$ cat src/rtl/flash_guard_pkg.sv
package flash_guard_pkg;

    localparam int SEC_N = 3;
    localparam int SB_WR = 0;
    localparam int SB_RD = 1;
    localparam int SB_XE = 2;

    typedef enum logic [1:0] {
        MD_PAR = 2'd0,
        MD_ISP = 2'd1,
        MD_IAP = 2'd2,
        MD_CPU = 2'd3
    } mode_e;

    typedef enum logic [2:0] {
        OP_READ    = 3'd0,
        OP_PROG    = 3'd1,
        OP_PERASE  = 3'd2,
        OP_CERASE  = 3'd3,
        OP_SECPROG = 3'd4,
        OP_SECQRY  = 3'd5,
        OP_IFETCH  = 3'd6,
        OP_TBLRD   = 3'd7
    } op_e;

    typedef enum logic [1:0] {
        ST_BOOT   = 2'd0,
        ST_READY  = 2'd1,
        ST_DECIDE = 2'd2
    } st_e;

endpackage

$ cat src/rtl/guard_fsm.sv
module guard_fsm
    import flash_guard_pkg::*;
#(
    parameter int ADDR_W = 16,
    parameter int DATA_W = 8
) (
    input  logic              clk,
    input  logic              rst_n,
    input  logic              req_vld,
    input  logic [1:0]        req_mode,
    input  logic [2:0]        req_op,
    input  logic [ADDR_W-1:0] req_addr,
    input  logic              req_ext,
    input  logic [1:0]        req_bitsel,
    input  logic [DATA_W-1:0] req_wdata,
    output logic              boot,
    output logic              q_vld,
    output mode_e             q_mode,
    output op_e               q_op,
    output logic [ADDR_W-1:0] q_addr,
    output logic              q_ext,
    output logic [1:0]        q_bitsel,
    output logic [DATA_W-1:0] q_wdata
);

    st_e  state, state_nx;
    logic accept;

    // next-state selection
    always_comb begin
        state_nx = state;
        unique case (state)
            ST_BOOT:   state_nx = ST_READY;
            ST_READY:  state_nx = req_vld ? ST_DECIDE : ST_READY;
            ST_DECIDE: state_nx = req_vld ? ST_DECIDE : ST_READY;
            default:   state_nx = ST_BOOT;
        endcase
    end

    // state register
    always_ff @(posedge clk or negedge rst_n) begin
        if (!rst_n) state <= ST_BOOT;
        else        state <= state_nx;
    end

    // outputs of the machine
    always_comb begin
        boot   = (state == ST_BOOT);
        q_vld  = (state == ST_DECIDE);
        accept = req_vld && (state != ST_BOOT);
    end

    // request register
    always_ff @(posedge clk or negedge rst_n) begin
        if (!rst_n) begin
            q_mode   <= MD_PAR;
            q_op     <= OP_READ;
            q_addr   <= '0;
            q_ext    <= 1'b0;
            q_bitsel <= 2'd0;
            q_wdata  <= '0;
        end else if (accept) begin
            q_mode   <= mode_e'(req_mode);
            q_op     <= op_e'(req_op);
            q_addr   <= req_addr;
            q_ext    <= req_ext;
            q_bitsel <= req_bitsel;
            q_wdata  <= req_wdata;
        end
    end

    AST_BOOT_ONCE: assert property (@(posedge clk) disable iff (!rst_n)
        (state == ST_BOOT) |=> (state == ST_READY));
    AST_STROBE_ANSWERED: assert property (@(posedge clk) disable iff (!rst_n)
        (req_vld && state != ST_BOOT) |=> q_vld);
    AST_NO_SPURIOUS: assert property (@(posedge clk) disable iff (!rst_n)
        (!req_vld || state == ST_BOOT) |=> !q_vld);

endmodule

$ cat src/rtl/guard_secreg.sv
module guard_secreg
    import flash_guard_pkg::*;
(
    input  logic             clk,
    input  logic             rst_n,
    input  logic             load,
    input  logic [SEC_N-1:0] nv_sec,
    input  logic             set_en,
    input  logic [1:0]       set_idx,
    input  logic             clr_en,
    output logic [SEC_N-1:0] bits
);

    always_ff @(posedge clk or negedge rst_n) begin
        if (!rst_n) begin
            bits <= '0;
        end else if (load) begin
            bits <= nv_sec;
        end else if (clr_en) begin
            bits <= '0;
        end else if (set_en && (int'(set_idx) < SEC_N)) begin
            bits[set_idx] <= 1'b1;
        end
    end

    generate
        for (genvar i = 0; i < SEC_N; i++) begin : g_sticky
            AST_BIT_STICKY: assert property (@(posedge clk) disable iff (!rst_n)
                (bits[i] && !clr_en && !load) |=> bits[i]);
        end
    endgenerate

    AST_ERASE_CLEARS: assert property (@(posedge clk) disable iff (!rst_n)
        (clr_en && !load) |=> (bits == '0));
    AST_BOOT_LOAD: assert property (@(posedge clk) disable iff (!rst_n)
        load |=> (bits == $past(nv_sec)));

endmodule

$ cat src/rtl/guard_policy.sv
module guard_policy
    import flash_guard_pkg::*;
#(
    parameter int ADDR_W    = 16,
    parameter int DATA_W    = 8,
    parameter int INT_BYTES = 16384
) (
    input  logic              vld,
    input  mode_e             mode,
    input  op_e               op,
    input  logic [ADDR_W-1:0] addr,
    input  logic              ext,
    input  logic [1:0]        bitsel,
    input  logic [SEC_N-1:0]  sec,
    input  logic [DATA_W-1:0] fl_rdata,
    output logic              grant,
    output logic              deny,
    output logic [DATA_W-1:0] rdata,
    output logic              fl_req,
    output logic              set_en,
    output logic [1:0]        set_idx,
    output logic              clr_en
);

    localparam logic [ADDR_W-1:0] INT_LIM = ADDR_W'(INT_BYTES);

    logic internal;
    logic allow;
    logic bitsel_ok;
    logic is_rd_path;

    always_comb begin
        internal  = (addr < INT_LIM);
        bitsel_ok = (int'(bitsel) < SEC_N);
        allow     = 1'b0;
        case (mode)
            MD_IAP: begin
                unique case (op)
                    OP_IFETCH, OP_TBLRD: allow = 1'b0;
                    OP_SECPROG:          allow = bitsel_ok;
                    default:             allow = 1'b1;
                endcase
            end
            MD_CPU: begin
                unique case (op)
                    OP_IFETCH: allow = internal || !sec[SB_XE];
                    OP_TBLRD:  allow = !(ext && internal);
                    default:   allow = 1'b0;
                endcase
            end
            default: begin
                unique case (op)
                    OP_READ:            allow = !sec[SB_RD];
                    OP_PROG, OP_PERASE: allow = !sec[SB_WR];
                    OP_CERASE:          allow = 1'b1;
                    OP_SECPROG:         allow = bitsel_ok;
                    default:            allow = 1'b0;
                endcase
            end
        endcase
    end

    always_comb begin
        grant      = vld && allow;
        deny       = vld && !allow;
        is_rd_path = (op == OP_READ) || (op == OP_IFETCH) || (op == OP_TBLRD);
        if (deny)
            rdata = '1;
        else if (grant && is_rd_path)
            rdata = fl_rdata;
        else if (grant && op == OP_SECQRY)
            rdata = {{(DATA_W-SEC_N){1'b0}}, sec};
        else
            rdata = '0;
        fl_req  = grant && (op != OP_SECQRY);
        set_en  = grant && (op == OP_SECPROG);
        set_idx = bitsel;
        clr_en  = grant && (op == OP_CERASE);
    end

endmodule

$ cat src/rtl/flash_guard.sv
module flash_guard
    import flash_guard_pkg::*;
#(
    parameter int ADDR_W    = 16,
    parameter int DATA_W    = 8,
    parameter int INT_BYTES = 16384
) (
    input  logic              clk,
    input  logic              rst_n,
    input  logic [2:0]        nv_sec,
    input  logic              req_vld,
    input  logic [1:0]        req_mode,
    input  logic [2:0]        req_op,
    input  logic [ADDR_W-1:0] req_addr,
    input  logic              req_ext,
    input  logic [1:0]        req_bitsel,
    input  logic [DATA_W-1:0] req_wdata,
    output logic              grant,
    output logic              deny,
    output logic [DATA_W-1:0] rdata,
    output logic              fl_req,
    output logic [2:0]        fl_op,
    output logic [ADDR_W-1:0] fl_addr,
    output logic [DATA_W-1:0] fl_wdata,
    input  logic [DATA_W-1:0] fl_rdata
);

    localparam logic [ADDR_W-1:0] INT_LIM = ADDR_W'(INT_BYTES);

    logic              boot;
    logic              q_vld;
    mode_e             q_mode;
    op_e               q_op;
    logic [ADDR_W-1:0] q_addr;
    logic              q_ext;
    logic [1:0]        q_bitsel;
    logic [DATA_W-1:0] q_wdata;
    logic [SEC_N-1:0]  sec_bits;
    logic              set_en;
    logic [1:0]        set_idx;
    logic              clr_en;

    guard_fsm #(.ADDR_W(ADDR_W), .DATA_W(DATA_W)) u_fsm (
        .clk        (clk),
        .rst_n      (rst_n),
        .req_vld    (req_vld),
        .req_mode   (req_mode),
        .req_op     (req_op),
        .req_addr   (req_addr),
        .req_ext    (req_ext),
        .req_bitsel (req_bitsel),
        .req_wdata  (req_wdata),
        .boot       (boot),
        .q_vld      (q_vld),
        .q_mode     (q_mode),
        .q_op       (q_op),
        .q_addr     (q_addr),
        .q_ext      (q_ext),
        .q_bitsel   (q_bitsel),
        .q_wdata    (q_wdata)
    );

    guard_secreg u_sec (
        .clk     (clk),
        .rst_n   (rst_n),
        .load    (boot),
        .nv_sec  (nv_sec),
        .set_en  (set_en),
        .set_idx (set_idx),
        .clr_en  (clr_en),
        .bits    (sec_bits)
    );

    guard_policy #(.ADDR_W(ADDR_W), .DATA_W(DATA_W), .INT_BYTES(INT_BYTES)) u_pol (
        .vld      (q_vld),
        .mode     (q_mode),
        .op       (q_op),
        .addr     (q_addr),
        .ext      (q_ext),
        .bitsel   (q_bitsel),
        .sec      (sec_bits),
        .fl_rdata (fl_rdata),
        .grant    (grant),
        .deny     (deny),
        .rdata    (rdata),
        .fl_req   (fl_req),
        .set_en   (set_en),
        .set_idx  (set_idx),
        .clr_en   (clr_en)
    );

    always_comb begin
        fl_op    = q_op;
        fl_addr  = q_addr;
        fl_wdata = q_wdata;
    end

    AST_ONE_VERDICT: assert property (@(posedge clk) disable iff (!rst_n)
        !(grant && deny));
    AST_DENY_SAFE: assert property (@(posedge clk) disable iff (!rst_n)
        deny |-> (rdata == '1 && !fl_req));
    AST_TBL_EXT_BLOCK: assert property (@(posedge clk) disable iff (!rst_n)
        (req_vld && !boot && req_mode == 2'd3 && req_op == 3'd7 && req_ext
         && req_addr < INT_LIM) |=> deny);
    AST_IAP_ERASE_OK: assert property (@(posedge clk) disable iff (!rst_n)
        (req_vld && !boot && req_mode == 2'd2 && req_op == 3'd2) |=> grant);

endmodule

$ cat config.mk
export PLATFORM = sky130hd
export DESIGN_NAME = flash_guard
export DESIGN_NICKNAME = d
export VERILOG_FILES = /design/src/rtl/flash_guard_pkg.sv /design/src/rtl/guard_fsm.sv /design/src/rtl/guard_secreg.sv /design/src/rtl/guard_policy.sv /design/src/rtl/flash_guard.sv
export SDC_FILE = /design/constraint.sdc
export NUM_CORES = 1
export LEC_CHECK = 0
export BUFFER_PORTS_ARGS = -buffer_cell sky130_fd_sc_hd__buf_2
export CAP_MARGIN = 10
export CORE_ASPECT_RATIO = 1.4
export CORE_MARGIN = 2
export CORE_UTILIZATION = 41
export DETAILED_ROUTE_END_ITERATION = 8
export HOLD_SLACK_MARGIN = 0.05
export PLACE_DENSITY = 0.81
export SYNTH_ARGS = -nofsm -noshare
export SYNTH_HDL_FRONTEND = slang
export SYNTH_SLANG_ARGS = --single-unit
$ cat constraint.sdc
create_clock -name clk -period 1.6 [get_ports clk]
set_input_delay 0.24 -clock clk [delete_from_list [all_inputs] [get_ports clk]]
set_output_delay 0.24 -clock clk [all_outputs]
set_load 0.01 [all_outputs]
==> impl_metrics.py, run 1 <==
metrics = {
    "status": {
        "status": "finished with violations",
        "violations": "setup timing",
    },
    "worst_setup_path": {
        "critPathCaptureType": "output port",
        "cp-start-kind": "flop",
        "worstPathMaxFanout": 6,
        "crit_type": "flop to output port",
        "crit_arrival_ns": 1.88,
        "critPathRequiredTime_ns": 1.36,
    },
    "cts": {
        "cts_tree": "done",
        "cts_buffer_depth": 2,
        "cts_sinks": 37,
        "cts_max_level": 2,
        "clkTransAtPathRegs_ns": 0.07,
        "cts_buffers": 5,
        "clock_latency_ns": 0.28,
        "ctsRootBufferMaster": "clkbuf_8",
    },
    "sta": {
        "rsz0062_at_grt": "yes",
        "setup_viol": 14,
        "fin_crit_sh": 1.33,
        "finalCriticalPeriod_ns": 2.12,
        "slew_violations": 0,
        "tightest_slew_ns": 0.522,
        "fmax_mhz": 471,
        "max-slew-margin-rel": 0.649,
        "finClkSkew_ns": 0.00548,
        "setup_ws_ns": -0.524,
        "finalHoldViolCount": 0,
    },
    "synthesis": {
        "syn_inst": 142,
        "synth_area_sq_mm": 0.00177,
        "synth_area_per_cell_sq_um": 12.5,
        "ys_seq_area_frac": 0.523,
        "postSynth.asyncResetShare": 1.00,
        "synth_edf_count": 0,
        "synthesis.nets": 191,
        "synth_cell_types": 32,
        "yosysWarningCount": 0,
        "ys_ff_latch": 37,
        "synth_flop_cell": "dfrtp_1",
    },
    "finish": {
        "multi_input_area_sq_um": 835,
        "fill_cells": 357,
        "synthToLayoutAreaGrowth_pct": 45.8,
        "seqCellArea_sq_um": 930,
        "nets": 300,
        "fin_util": 0.615,
        "final_cell_mix": "buf_2 (82), dfrtp_1 (34), mux2_2 (32), buf_4 (20), nor2_1 (7)",
        "layout-drive-gt1-share": 0.639,
        "final_common_cell": "buf_2",
        "num_antenna_cells": 0,
        "finalInstanceArea_sq_mm": 0.00258,
    },
    "floorplan": {
        "die_area_sq_mm": 0.00487,
        "die_h_um": 81.8,
        "fp.coreArea_sq_mm": 0.00420,
        "io_pins": 84,
        "initial_utilization": 0.421,
        "rows": 28,
        "die_x_um": 59.6,
    },
    "detailed_routing": {
        "dr_total_vias": 1548,
        "viasPerCell": 5.21,
        "dr.pass1.iters": 4,
        "postRouteAntennaNets": 0,
        "drc": 0,
        "drt_iter0_drc": 22,
        "wl_per_cell_um": 14.5,
        "drt-total-wl_mm": 4.31,
    },
    "power": {
        "ir_worst_vdd_mv": 1.06,
        "leakagePower_nw": 1.25,
        "powerDensity_mw_per_mm2": 2030,
    },
    "place": {
        "place.port_buffers": 83,
        "place_ws_ns": -0.231,
        "hpwl_mm": 3.43,
        "routabilityCongestion": 0.900,
        "place_area_sq_mm": 0.00240,
    },
    "global_routing": {
        "grt_usage": 0.182,
        "grt_max_degree": 26,
        "antenna_found_initial": 0,
        "grt-ovfl-total": 0,
        "grt_pass1_vias": 1540,
        "grt_pass1_wl_mm": 6.52,
    },
    "min_path": {
        "min_path_type": "input port to flop",
    },
    "job": {
        "drv_cap": 0,
    },
}
## flip-flops by register name (all words and copies together) (netlist names)
register        cells
u_fsm.q_mode        2
u_fsm.q_ext         1
u_sec.bits          3
u_fsm.q_addr       16
u_fsm.q_op          3
u_fsm.q_bitsel      2
u_fsm.state         2
u_fsm.q_wdata       8
## area by class of cell
cell class,instances,share of cell area
sequential,37,0.360
inverter,6,0.00872
clock inverter,1,0.0116
clock buffer,7,0.0334
multi-input combinational,94,0.323
timing repair buffer,107,0.242
tap,45,0.0218
## where the power goes
| group | switching (mW) | total (mW) | internal [mW] |
|---|---|---|---|
| Sequential | 0.334 | 1.75 | 1.42 |
| Combinational | 1.23 | 2.68 | 1.44 |
| Clock | 0.313 | 0.821 | 0.508 |
| Total | 1.88 | 5.25 | 3.37 |
## cells by family after synthesis
group	count (synthesis)	synth area share
AOI/OAI and AO/OA	30	0.133
adders and majority gates	3	0.0212
buffers and inverters	11	0.0261
DFF	37	0.523
muxes	32	0.203
and+or+nand+nor	29	0.0932
## worst max-delay path, cell delays in order (launching register included)
cell,delay [ns]
dfrtp_2,0.44
or2_4,0.26
a311oi_2,0.22
nor3_1,0.10
o21a_2,0.24
a31o_1,0.20
buf_2,0.13
## repair_timing
action,CTS,global route
setup endpoints to repair,14,14
endpoints found under the hold margin,17,0
resized for setup,9,3
hold buffers,1,0
cloned,0,0
setup buffers,1,0
pin swaps,5,3
## metrics by stage
step / cells / power (mW) / TNS [ns] / hold slack (ns)
after CTS: 297 / 5.27 / -5.31 / 0.170
final: 297 / 5.25 / -5.28 / 0.181
after global routing: 297 / 5.60 / -6.28 / 0.171
after detailed placement: 287 / 4.35 / -1.87 / 0.186
after floorplan: 142 / 3.19 / -1.08 / -0.0556
after global placement: 287 / 4.26 / -1.20 / 0.181
## Yosys cell counts (2+ instances only)
cell / n / area (sq um)
a211oi_1: 2 / 15.0
a22oi_1: 3 / 22.5
nand2_1: 4 / 15.0
o21ai_0: 2 / 10.0
mux2_2: 32 / 360
nor2b_1: 3 / 18.8
buf_2: 4 / 20.0
ha_1: 3 / 37.5
nor2_1: 8 / 30.0
nand2b_1: 2 / 12.5
o21a_1: 5 / 37.5
nor3_1: 2 / 10.0
a21oi_1: 6 / 30.0
and2_1: 2 / 12.5
dfrtp_1: 37 / 926
inv_1: 6 / 22.5
o21bai_1: 2 / 15.0
a31o_1: 5 / 43.8
## per-layer routing
metal	part of all wire	routed length, um	vias up	GRT usage
met3	0.060	257	9	0.0457
met1	0.35	1510	747	0.171
met4	0.022	93	0	0.0800
met2	0.57	2460	61	0.356
met5	0	0	-	0
li1	-	-	731	-
## final timing paths
kind / start / end / slack [ns] / cells after the start
max in group asynchronous: rst_n / u_fsm.q_op[2] / 0.59 / 3
worst min-delay path: req_ext / u_fsm.q_ext / 0.18 / 2
worst min register to register: u_fsm.q_addr[8] / u_fsm.q_addr[8] / 0.51 / 1
min in group asynchronous: rst_n / u_fsm.q_addr[6] / 0.41 / 2
worst max register to register: u_fsm.q_op[1] / u_sec.bits[0] / -0.09 / 7
worst max-delay path: u_fsm.q_op[1] / rdata[6] / -0.52 / 6
Note: power is estimated with default switching activity, not from simulation.
==> inputs of run 2 (changes only) <==
Settings changed: ABC_AREA set to 1, CORE_UTILIZATION 41 to 42, PLACE_DENSITY 0.81 to 0.82.
==> impl_metrics.py, run 2 <==
metrics = {
    "detailed_routing": {
        "postRouteAntennaNets": 0,
        "drt_iter0_drc": 42,
        "viasPerCell": 4.97,
        "drt-total-wl_mm": 4.67,
        "drc": 0,
        "wl_per_cell_um": 13.7,
        "dr.pass1.iters": 4,
        "dr_total_vias": 1696,
    },
    "synthesis": {
        "post-synth-top-count-cell": "nand2_1",
        "yosys.area.top_type_share": 0.511,
        "yosysWarningCount": 0,
        "synth_cell_types": 19,
        "ys_seq_area_frac": 0.511,
        "synth_edf_count": 0,
        "synthesis.nets": 233,
        "synth_area_sq_mm": 0.00181,
        "yosysTopAreaCell": "dfrtp_1",
        "ys_ff_latch": 37,
        "postSynth.asyncResetShare": 1.00,
        "syn_inst": 184,
        "yosys-top-cells-count": "nand2_1 (45), dfrtp_1 (37), mux2_2 (26), nor2_1 (15), nand3_1 (13)",
        "synth_area_per_cell_sq_um": 9.84,
        "synth_flop_cell": "dfrtp_1",
        "synth_area_leaders": "dfrtp_1 (51%), mux2_2 (16%), nand2_1 (9.3%)",
    },
    "status": {
        "violations": "setup timing",
        "status": "finished with violations",
    },
    "cts": {
        "clkTransAtPathRegs_ns": 0.07,
        "cts_tree": "done",
        "cts_max_level": 2,
        "cts_buffer_depth": 2,
        "cts_sinks": 37,
        "clock_latency_ns": 0.28,
        "cts_buffers": 5,
        "ctsRootBufferMaster": "clkbuf_8",
    },
    "floorplan": {
        "die_h_um": 81.7,
        "io_pins": 84,
        "die_x_um": 59.5,
        "fp.coreArea_sq_mm": 0.00417,
        "initial_utilization": 0.434,
        "die_area_sq_mm": 0.00486,
        "rows": 28,
    },
    "power": {
        "powerDensity_mw_per_mm2": 2040,
        "power_mw": 5.71,
        "ir_worst_vdd_mv": 1.05,
        "leakagePower_nw": 1.49,
    },
    "place": {
        "routabilityCongestion": 0.790,
        "hpwl_mm": 3.08,
        "place.port_buffers": 83,
    },
    "finish": {
        "final_cell_mix": "buf_2 (79), nand2_1 (36), dfrtp_1 (34), mux2_2 (26), buf_4 (19)",
        "num_antenna_cells": 0,
        "largestRegisters": "u_fsm.q_addr (16), u_fsm.q_wdata (8)",
        "layout-drive-gt1-share": 0.618,
        "nets": 345,
        "fin_util": 0.670,
        "synthToLayoutAreaGrowth_pct": 54.4,
        "largest_register_ffs": 16,
        "final_common_cell": "buf_2",
        "registers.top_by_ff_count": "u_fsm.q_addr",
    },
    "sta": {
        "hold_ws_ns": 0.184,
        "max-slew-margin-rel": 0.689,
        "setup_tns_ns": -4.34,
        "fmax_mhz": 492,
        "tightest_slew_ns": 0.467,
        "finalCriticalPeriod_ns": 2.03,
        "rsz0062_at_grt": "yes",
        "finClkSkew_ns": 0.00363,
        "fin_crit_sh": 1.27,
        "finalHoldViolCount": 0,
        "slew_violations": 0,
        "setup_ws_ns": -0.434,
        "setup_viol": 14,
    },
    "global_routing": {
        "grt-ovfl-total": 0,
        "grt_pass1_wl_mm": 6.84,
        "grt_usage": 0.187,
        "antenna_found_initial": 0,
        "grt_max_degree": 40,
        "grt_pass1_vias": 1698,
    },
    "job": {
        "drv_cap": 0,
    },
    "worst_setup_path": {
        "critPathRequiredTime_ns": 1.36,
        "crit_type": "flop to output port",
        "critPathCaptureType": "output port",
        "cp-start-kind": "flop",
        "crit_arrival_ns": 1.79,
        "worstPathMaxFanout": 8,
    },
    "min_path": {
        "min_path_type": "input port to flop",
    },
}
run 2: cell count changes in the layout (fill, tap and decap cells not counted), sizes merged, moves of 3 or more:
cell   previous run  this run
a21oi             6        11
mux2             32        26
a22oi             3         0
nand3             1        16
a31o              5         0
o21a              5         0
nor2b             3         0
inv               6        16
nor2              8        16
nand2             4        50
run 2: final timing paths:
kind | endpoint | cells past startpoint | startpoint | slack (ns)
hold / removal | u_fsm.q_addr[5] | 2 | req_addr[5] | 0.18
min in group asynchronous | u_fsm.q_wdata[4] | 2 | rst_n | 0.44
setup / recovery | rdata[1] | 10 | u_fsm.q_op[1] | -0.43
setup reg to reg | u_sec.bits[2] | 11 | u_fsm.q_op[1] | -0.01
hold reg to reg | u_fsm.q_addr[10] | 1 | u_fsm.q_addr[10] | 0.50
max in group asynchronous | u_fsm.q_addr[8] | 3 | rst_n | 0.69
run 2: power breakdown:
| part | switching (mW) | internal, mW | total (mW) |
|---|---|---|---|
| Sequential | 0.349 | 1.41 | 1.76 |
| Combinational | 1.61 | 1.56 | 3.18 |
| Clock | 0.312 | 0.453 | 0.765 |
run 2: kinds of logic (layout without fill, tap and decap cells):
group,Yosys count,after routing,synth area share
simple gates,83,84,0.212
flops,37,37,0.511
mux,26,26,0.162
buf+inv,21,132,0.0470
compound gates,14,14,0.0470
fa+ha+maj,3,3,0.0207
run 2: critical path: stages (launching register included):
cell and delay (ns):
dfrtp_2 0.48, nand2_2 0.10, nand2_1 0.09, a21oi_4 0.16, o21ai_4 0.09, nand2_4 0.10, nand2_8 0.07, nor2_8 0.15
nand2_1 0.09, nand3_2 0.08, buf_6 0.10
run 2: layer usage:
metal / wire length, um / vias to the layer above / GRT usage
li1: - / 823 / -
met5: 0 / - / 0
met4: 107 / 0 / 0.0756
met3: 240 / 9 / 0.0457
met1: 1610 / 805 / 0.176
met2: 2720 / 59 / 0.368
run 2: timing repair:
item,in CTS,in global routing
buffers inserted,9,1
gates resized for setup,20,24
pin swaps,19,11
gates cloned,1,1
endpoints found under the setup margin,12,40
hold buffers,1,0
endpoints found under the hold margin,18,0
run 2: final cells by class:
cell class | count | area (sq um)
Fill cell | 316 | 1370
Clock buffer | 5 | 68.8
Sequential cell | 37 | 930
Inverter | 16 | 65.1
Timing Repair Buffer | 109 | 692
Clock inverter | 2 | 35.0
Multi-Input combinational cell | 127 | 948
Tap cell | 45 | 56.3
run 2: metrics by stage:
step	cells	setup slack, ns	cell area [sq um]
6_report	341	-0.434	2800
3_3_place_gp	322	-0.0574	2390
2_1_floorplan	184	0.0131	1810
5_1_grt	341	-0.534	2800
4_1_cts	340	-0.372	2660
3_5_place_dp	322	-0.138	2390
